--- config.mk ---
export PLATFORM = sky130hd
export DESIGN_NAME = nmi_special_irq
export DESIGN_NICKNAME = d
export VERILOG_FILES = /design/src/rtl/nmi_spec_pkg.sv /design/src/rtl/edge_sync.sv /design/src/rtl/irq_prio_pick.sv /design/src/rtl/nmi_special_irq.sv
export SDC_FILE = /design/constraint.sdc
export NUM_CORES = 1
export LEC_CHECK = 0
export BUFFER_PORTS_ARGS = -buffer_cell sky130_fd_sc_hd__buf_2
export CORE_AREA = 2 2 40 42
export CTS_BUF_LIST = sky130_fd_sc_hd__clkbuf_8
export DETAILED_ROUTE_END_ITERATION = 8
export DIE_AREA = 0 0 42 44
export PLACE_DENSITY = 0.72
export SETUP_SLACK_MARGIN = 0.5
export SYNTH_ARGS = -nofsm -noshare
export SYNTH_HDL_FRONTEND = slang
export SYNTH_SLANG_ARGS = --single-unit
--- constraint.sdc ---
create_clock -name clk -period 1 [get_ports clk]
set_input_delay 0.05 -clock clk [delete_from_list [all_inputs] [get_ports clk]]
set_output_delay 0.05 -clock clk [all_outputs]
set_load 0.01 [all_outputs]
--- src/rtl/nmi_spec_pkg.sv ---
package nmi_spec_pkg;
    localparam int NUM_SRC = 4;
    localparam int VEC_W   = 24;
    localparam logic [VEC_W-1:0] ILLOP_VEC = 24'hFF2012;

    // Index order is priority order: lowest index wins
    typedef enum logic [1:0] {
        SRC_ILLOP = 2'd0,
        SRC_TRAP  = 2'd1,
        SRC_NMI   = 2'd2,
        SRC_STK   = 2'd3
    } src_e;

    typedef struct packed {
        logic [NUM_SRC-1:0] pend;
        logic               lock;
    } core_state_t;
endpackage

--- src/rtl/edge_sync.sv ---
module edge_sync #(
    parameter int STAGES = 2
) (
    input  logic clk,
    input  logic rst_n,
    input  logic din,
    output logic rise_o
);
    generate
        if (STAGES == 0) begin : g_direct
            logic prev_d, prev_q;
            always_comb prev_d = din;
            always_ff @(posedge clk) begin
                if (!rst_n) prev_q <= 1'b0;
                else        prev_q <= prev_d;
            end
            assign rise_o = din & ~prev_q;
        end else begin : g_sync
            // STAGES synchronizer flops plus one history flop
            logic [STAGES:0] sh_d, sh_q;
            always_comb sh_d = {sh_q[STAGES-1:0], din};
            always_ff @(posedge clk) begin
                if (!rst_n) sh_q <= '0;
                else        sh_q <= sh_d;
            end
            assign rise_o = sh_q[STAGES-1] & ~sh_q[STAGES];
        end
    endgenerate

    // a level held high yields one edge only
    single_rise_chk: assert property (@(posedge clk) disable iff (!rst_n)
        rise_o |=> !rise_o);
endmodule

--- src/rtl/irq_prio_pick.sv ---
module irq_prio_pick
    import nmi_spec_pkg::*;
#(
    parameter logic [VEC_W-1:0] TRAP_VEC = 24'hFF2010,
    parameter logic [VEC_W-1:0] NMI_VEC  = 24'hFF203E,
    parameter logic [VEC_W-1:0] STK_VEC  = 24'hFF203C
) (
    input  logic [NUM_SRC-1:0] pend_i,
    output logic               any_o,
    output src_e               sel_o,
    output logic [VEC_W-1:0]   vec_o
);
    always_comb begin
        any_o = |pend_i;
        sel_o = SRC_STK;
        for (int i = NUM_SRC - 1; i >= 0; i--) begin
            if (pend_i[i]) sel_o = src_e'(i);
        end
        unique case (sel_o)
            SRC_ILLOP: vec_o = ILLOP_VEC;
            SRC_TRAP:  vec_o = TRAP_VEC;
            SRC_NMI:   vec_o = NMI_VEC;
            default:   vec_o = STK_VEC;
        endcase
    end
endmodule

--- src/rtl/nmi_special_irq.sv ---
module nmi_special_irq
    import nmi_spec_pkg::*;
#(
    parameter int               SYNC_STAGES = 2,
    parameter logic [VEC_W-1:0] TRAP_VEC    = 24'hFF2010,
    parameter logic [VEC_W-1:0] NMI_VEC     = 24'hFF203E,
    parameter logic [VEC_W-1:0] STK_VEC     = 24'hFF203C
) (
    input  logic             clk,
    input  logic             rst_n,
    input  logic             nmi_pin_i,
    input  logic             stkovf_i,
    input  logic             illop_stb_i,
    input  logic             trap_stb_i,
    input  logic             int_en_i,
    input  logic             insn_done_i,
    input  logic             ack_i,
    output logic             req_o,
    output logic [VEC_W-1:0] vec_o
);
    core_state_t st_d, st_q;
    logic        nmi_rise, stk_rise, any_pend, taken;
    logic [NUM_SRC-1:0] set_vec, clr_vec;
    src_e        sel;

    edge_sync #(.STAGES(SYNC_STAGES)) i_nmi_edge (
        .clk(clk), .rst_n(rst_n), .din(nmi_pin_i), .rise_o(nmi_rise));

    edge_sync #(.STAGES(0)) i_stk_edge (
        .clk(clk), .rst_n(rst_n), .din(stkovf_i), .rise_o(stk_rise));

    irq_prio_pick #(.TRAP_VEC(TRAP_VEC), .NMI_VEC(NMI_VEC), .STK_VEC(STK_VEC)) i_pick (
        .pend_i(st_q.pend), .any_o(any_pend), .sel_o(sel), .vec_o(vec_o));

    assign req_o = any_pend & ~st_q.lock;
    assign taken = req_o & ack_i;

    always_comb begin
        st_d    = st_q;
        set_vec = '0;
        set_vec[SRC_ILLOP] = illop_stb_i;
        set_vec[SRC_TRAP]  = trap_stb_i;
        set_vec[SRC_NMI]   = nmi_rise;
        set_vec[SRC_STK]   = stk_rise;
        clr_vec = '0;
        if (taken) clr_vec[sel] = 1'b1;
        st_d.pend = (st_q.pend & ~clr_vec) | set_vec;
        if (taken && sel == SRC_ILLOP) st_d.lock = 1'b1;
        else if (insn_done_i)          st_d.lock = 1'b0;
    end

    always_ff @(posedge clk) begin
        if (!rst_n) st_q <= '0;
        else        st_q <= st_d;
    end


    illop_latch_chk: assert property (@(posedge clk) disable iff (!rst_n)
        illop_stb_i |=> st_q.pend[SRC_ILLOP]);

    illop_first_chk: assert property (@(posedge clk) disable iff (!rst_n)
        (req_o && st_q.pend[SRC_ILLOP]) |-> (vec_o == ILLOP_VEC));

    lockout_chk: assert property (@(posedge clk) disable iff (!rst_n)
        (req_o && ack_i && vec_o == ILLOP_VEC) |=> !req_o);

    enable_ignored_chk: assert property (@(posedge clk) disable iff (!rst_n)
        (!int_en_i && |st_q.pend && !st_q.lock) |-> req_o);

    no_spurious_clear_chk: assert property (@(posedge clk) disable iff (!rst_n)
        !(req_o && ack_i) |=> ((st_q.pend & $past(st_q.pend)) == $past(st_q.pend)));
endmodule

# Word-level counts from Yosys, hierarchy flattened
# Cells that the tools add are included.
word_totals:
  register_bits: 9
classes:
  n_lt_le_gt_ge: 2
  n_eq_ne: 2
  n_mux: 9
  bitwise_logic: 10
  n_reduce_logical: 5
op_table:
  columns: ["op", "count"]
  rows:
  - ["6-bit one-hot mux with 3 select lines", 1]
  - ["1-bit bitwise AND", 4]
  - ["4-bit bitwise AND", 1]
  - ["1-bit 2-to-1 mux", 4]
  - ["2-bit 2-to-1 mux", 2]
  - ["4-bit 2-to-1 mux", 1]
  - ["4-bit NOT", 1]
  - ["4-bit OR", 1]
  - ["4-bit OR reduction", 1]
  - ["2-bit by 3-bit less-than comparator with 1-bit output (second input constant)", 1]
  - ["1-bit NOT", 3]
  - ["1-bit demux with 2-bit select", 1]
  - ["2-bit by 1-bit equality test with 1-bit output (second input constant)", 1]
  - ["2-bit equality test (second input constant)", 1]
  - ["2-bit by 1-bit greater-or-equal comparator with 1-bit output (second input constant)", 1]
  - ["1-bit logical AND", 2]
  - ["2-bit logical NOT", 1]
  - ["2-bit nonzero test", 1]

# Logic depth before layout (Yosys ltp)
depth:
  ltp_word: 11
  depth_mapped: 4
  ltp_nobuf: 3

# Cells and area by module
# Synthesis repeated with hierarchy kept, for this count alone.
hier_totals:
  cells_unflattened: 64
  hier_area_um2: 548.0
modules_own_cells:
  columns: ["mod", "instances", "cells_per_inst", "area_per_inst_um2", "seq_area_each_um2"]
  rows:
  - ["irq_prio_pick", 1, 31, 207.7, 0.0]
  - ["nmi_special_irq", 1, 23, 207.7, 100.1]
  - ["edge_sync at i_nmi_edge", 1, 7, 92.6, 60.1]
  - ["edge_sync at i_stk_edge", 1, 3, 40.0, 20.0]

# Worst setup path after synthesis
# OpenSTA, ideal clock, no wires.
synth_path:
  path_type: "reg2reg"
  start: "register st_q[1] in the netlist's numbering"
  end: "register st_q[4] in the netlist's numbering"
  t_arrival_ps: 797
  t_required_ps: 876
  path_slack_ps: 79
  path_stages_with_launch: 4
  period_less_slack_ps: 921
  path_cell_list: "dfxtp_1 buf_6 o41ai_2 a21boi_1"
synth_via:
  elab_chain_len: 9
  word_cells_on_any_way: 13
  classes_between: "order compare (2); mux (4); bitwise (5); reduce/logical (2)"
synth_rtl:
  columns: ["item", "line", "text"]
  rows:
  - ["from (decl)", "nmi_special_irq.sv:21", "core_state_t st_d, st_q;"]
  - ["from (signal assigned)", "nmi_special_irq.sv:54", "else st_q <= st_d;"]
  - ["2-bit 2-to-1 mux", "irq_prio_pick.sv:17", "if (pend_i[i]) sel_o = src_e'(i);"]
  - ["2-bit by 3-bit less-than comparator with 1-bit output (not written as such) or 2-bit by 1-bit greater-or-equal comparator with 1-bit output (tied branches)", "nmi_special_irq.sv:46", "if (taken) clr_vec[sel] = 1'b1;"]
  - ["1-bit logical AND (not written as such)", "nmi_special_irq.sv:46", null]
  - ["1-bit 2-to-1 mux (not written as such)", "nmi_special_irq.sv:46", null]
  - ["1-bit demux with 2-bit select", "nmi_special_irq.sv:46", null]
  - ["4-bit 2-to-1 mux (*)", "nmi_special_irq.sv:46", null]
  - ["4-bit NOT (*)", "nmi_special_irq.sv:47", "st_d.pend = (st_q.pend & ~clr_vec) | set_vec;"]
  - ["4-bit bitwise AND (*)", "nmi_special_irq.sv:47", null]
  - ["4-bit OR (*)", "nmi_special_irq.sv:47", null]
# Mark *: on every way between the ends. The rest lies on a longest branch, timed or not.
# A chain may end at the register's enable or synchronous reset.

# Final worst setup path
layout_path:
  start: "register st_q[4] in the netlist's numbering"
  end: "output req_o"
layout_via:
  elab_chain_len: 2
layout_rtl:
  columns: ["item", "line", "text"]
  rows:
  - ["4-bit OR reduction", "irq_prio_pick.sv:14", "any_o = |pend_i;"]
  - ["1-bit bitwise AND", "nmi_special_irq.sv:35", "assign req_o = any_pend & ~st_q.lock;"]
  - ["to (decl)", "nmi_special_irq.sv:18", "output logic req_o,"]
# Every way passes these cells.

==> results.env <==
TIMING.CLOCK.SKEW_NS=0.00311
TRITONCTS_NUM_SINKS=9
NETLIST_TOP_CELLS_AREA='dfxtp_1 34%, buf_4 32%, and2_1 6.0%, o41ai_2 3.1%, nand2b_4 2.6%'
CRITICAL_PATH.SLOWEST_CELL='dfxtp_2'
YS_DOMINANT_REG_CELL='dfxtp_1'
CRITICALPATHCATEGORY='reg2out'
SYNTHESIS.INSTANCES=58
ANT_NETS=0
NUMCTSBUFFERS=3
FILLER_CELL_COUNT=146
RR_WORST_DEPTH=3
FINISH.UTILIZATION=0.482
WORSTPATHARRIVAL_NS=1.05
DETAILED_PLACE_HPWL_UM=562
SLOWEST_DELAY_NS=0.33
WL_PER_CELL_UM=9.86
POST-ROUTE-MIN-PERIOD_NS=1.10
FAILED_CHECKS='negative setup slack'
LAYOUT-DRIVE-GT1-SHARE=0.493
SYNTHTOLAYOUTAREAGROWTH_PCT=30.5
WORST_SETUP_PATH_ENDPOINT='req_o'
OVERALL_FRACTION_OF_GLOBAL_ROUTE_TRACKS_IN_USE=0.113
DETAILEDROUTE.FIRSTITERATIONVIOLATIONS=11
SYNTH_SEQ_CELLS=9
HOLD_BUFFERS=0
HOLD_WS_NS=0.0322
CRIT_CHAIN='nor4_4 > nor2_1 > buf_2'
POST-ROUTE-DRC-COUNT=0
CRITICAL_PATH.ENDPOINT_TYPE='primary output'
CLK-INSERTION-DELAY-LATE_NS=0.23
GRT_MAX_DEGREE=11
WORSTREG2REGEND='st_q[4]'
FINALWEIGHTEDCONGESTION=0.746
CLK_PIN_SLEW_WORST_PATHS_NS=0.04
RESULT_OF_THE_RUN='finished, violations left'
FP-ROW-COUNT=14
HOLD_PATH_CLASS='in2reg'
FIRST_PASS_GRT_WIRE_LENGTH_UM=1480
ROUTE.VIAS.TOTAL=370
IO_PINS=34
ASYNC_RESET_FF_FRAC=0
TIMING.FINAL.SETUP_VIOLATIONS=4
ROUTE.FINAL.WIRE_LENGTH_UM=897
MULTI_INPUT_COMB_AREA_UM2=282
AVERAGE_FOOTPRINT_OF_A_SYNTHESIZED_CELL_UM2=9.04
FINALCRITPERIODSHARE=1.10
VDD_IR_DROP_MAX_mV=0.792
SYNTH_ENABLE_FLOP_CELLS=0
POST-SYNTH-TOP-AREA-CELL='dfxtp_1'
FINAL-HOLD-VIOLATION-COUNT=0
FINISH.NET_COUNT=85
GRT-OVFL-TOTAL=0
POST_LAYOUT_WORST_SETUP_MARGIN_NS=-0.103
ROOT_BUFFER='clkbuf_8'
CRITICAL_PATH.REG2REG.STARTPOINT='st_q[3]'
DIEAREA_UM2=1850
ANTENNA_FOUND_INITIAL=0
COREAREA_UM2=1420
VIA_COUNT_OF_THE_FIRST_GLOBAL_ROUTING_PASS=354
WORST_REG2REG_SETUP_SLACK_NS=0.01
GRT_SETUP_UNREPAIRED='yes'
CELLLEAKAGEPOWER_nW=0.330
YS_TOP_CELLS_BY_COUNT='22 x buf_4, 9 x dfxtp_1, 5 x and2_1'
YS_TYPES=21
WARNING_COUNT_FROM_THE_YOSYS_RUN=0
STARTPOINT_TYPE='register'
SYN-CELL-AREA_UM2=524
ROUTED_VIA_DENSITY=4.07
PORT_BUFFERS=12
CAP_VIOL_MAX_COUNT=0
DPL_CELL_AREA_UM2=498
CRITPATHLAUNCH='st_q[4]'
P_PER_AREA_nW_PER_UM2=1500
DIE_WIDTH_UM=42
CELL_WITH_THE_MOST_INSTANCES_AFTER_SYNTHESIS='buf_4'
CHIPHEIGHT_UM=44
FMAX_ACHIEVED_MHz=907
SYNTH.TOP_CELL.AREA_SHARE=0.344
DRT_PRE_ANTENNA_ITERS=4
FLOORPLAN.INITIALDENSITY=0.369
ANTENNA_CELLS=0
STDCELL_AREA_UM2=684
SYNTH_SEQ_AREA_SHARE=0.344
PEAK_FANOUT_ALONG_THE_CRITICAL_PATH=2
TNS_NS=-0.109
REGAREA_UM2=193
CP_DATA_REQUIRED_TIME_NS=0.95
MAX-CLOCK-PATH-BUFFERS=2
DRV_SLEW=0
TRITONCTS='built'
HTREEDEPTH=1
[cell families (layout without fill, tap and decap cells)]
| family | Yosys count | after routing | synth area share |
|---|---|---|---|
| muxes | 1 | 1 | 0.0191 |
| AOI/OAI and AO/OA | 6 | 6 | 0.0979 |
| other | 2 | 20 | 0.0143 |
| and+or+nand+nor | 16 | 16 | 0.181 |
| buffers and inverters | 24 | 23 | 0.344 |
| DFF | 9 | 9 | 0.344 |
[report_power, final]
group	switching [W]	total, W	internal (W)
clock network	0.000135	0.000402	0.000267
logic	0.000105	0.000213	0.000107
registers	0.0000275	0.000409	0.000382
[layout by cell type (no fill, tap or decap)]
| master | n |
|---|---|
| a21oi_2 | 1 |
| a21boi_1 | 1 |
| and2_1 | 4 |
| inv_1 | 1 |
| nand2b_4 | 1 |
| dfxtp_4 | 2 |
| o41ai_2 | 1 |
| o311ai_4 | 1 |
| a21o_2 | 1 |
| nor2b_1 | 1 |
| buf_6 | 7 |
| conb_1 | 20 |
| dfxtp_1 | 3 |
| nand3b_1 | 1 |
| nor2_4 | 1 |
| buf_2 | 8 |
| nand2b_1 | 1 |
| dfxtp_2 | 4 |
| and2_4 | 1 |
| mux2i_1 | 1 |
| buf_4 | 3 |
| nor2_1 | 2 |
| nor4_4 | 1 |
| inv_2 | 1 |
| nand2_1 | 2 |
| nor3_1 | 1 |
| clkbuf_8 | 3 |
| o21ai_2 | 1 |
[metrics by stage]
step	setup WS, ns	total power (W)	instances
2_1_floorplan	0.0814	0.000565	76
3_5_place_dp	0.0167	0.000540	81
5_1_grt	-0.139	0.00109	91
4_1_cts	-0.0940	0.00102	90
6_report	-0.103	0.00102	91
3_3_place_gp	0.0735	0.000534	81
[flip-flops by register name (all words and copies together) (netlist names)]
register and count:
st_q 5, i_nmi_edge.g_sync.sh_q 3, i_stk_edge.g_direct.prev_q 1
[final cells by class]
cell class / instances / share of cell area
Multi-Input combinational cell: 43 / 0.411
Clock inverter: 1 / 0.00548
Clock buffer: 3 / 0.0603
Sequential cell: 9 / 0.282
Timing Repair Buffer: 18 / 0.207
Tap cell: 16 / 0.0293
Inverter: 1 / 0.00548
[repair_timing]
action / 4_1_cts / 5_1_grt
buffers inserted: 5 / 1
pin swaps: 8 / 3
resized for setup: 21 / 3
endpoints found under the hold margin: 0 / 0
endpoints found under the setup margin: 12 / 12
[routing by layer]
layer	share of wire	track usage	routed length (um)	vias to the layer above
li1	-	-	-	178
met1	0.39	0.117	354	165
met2	0.51	0.178	458	25
met3	0.085	0.0417	76	2
met4	0.0078	0.103	7	0
met5	0	0	0	-
[critical path, delay by kind of cell, from the launching register on]
family	cells	cell delay, ns
AND/OR/NAND/NOR	2	0.35
flip-flops	1	0.33
buffers and inverters	1	0.14
[how the worst min path moves through the flow]
stage | startpoint | endpoint | slack [ns] | cells past startpoint
floorplan | rst_n | st_q[0] | 0.17 | 1
global placement | nmi_pin_i | i_nmi_edge.g_sync.sh_q[0] | 0.26 | 2
detailed placement | nmi_pin_i | i_nmi_edge.g_sync.sh_q[0] | 0.26 | 2
CTS | nmi_pin_i | i_nmi_edge.g_sync.sh_q[0] | 0.03 | 2
global route | nmi_pin_i | i_nmi_edge.g_sync.sh_q[0] | 0.04 | 2
finish | nmi_pin_i | i_nmi_edge.g_sync.sh_q[0] | 0.03 | 2
Power figures use the tool's default switching activity.
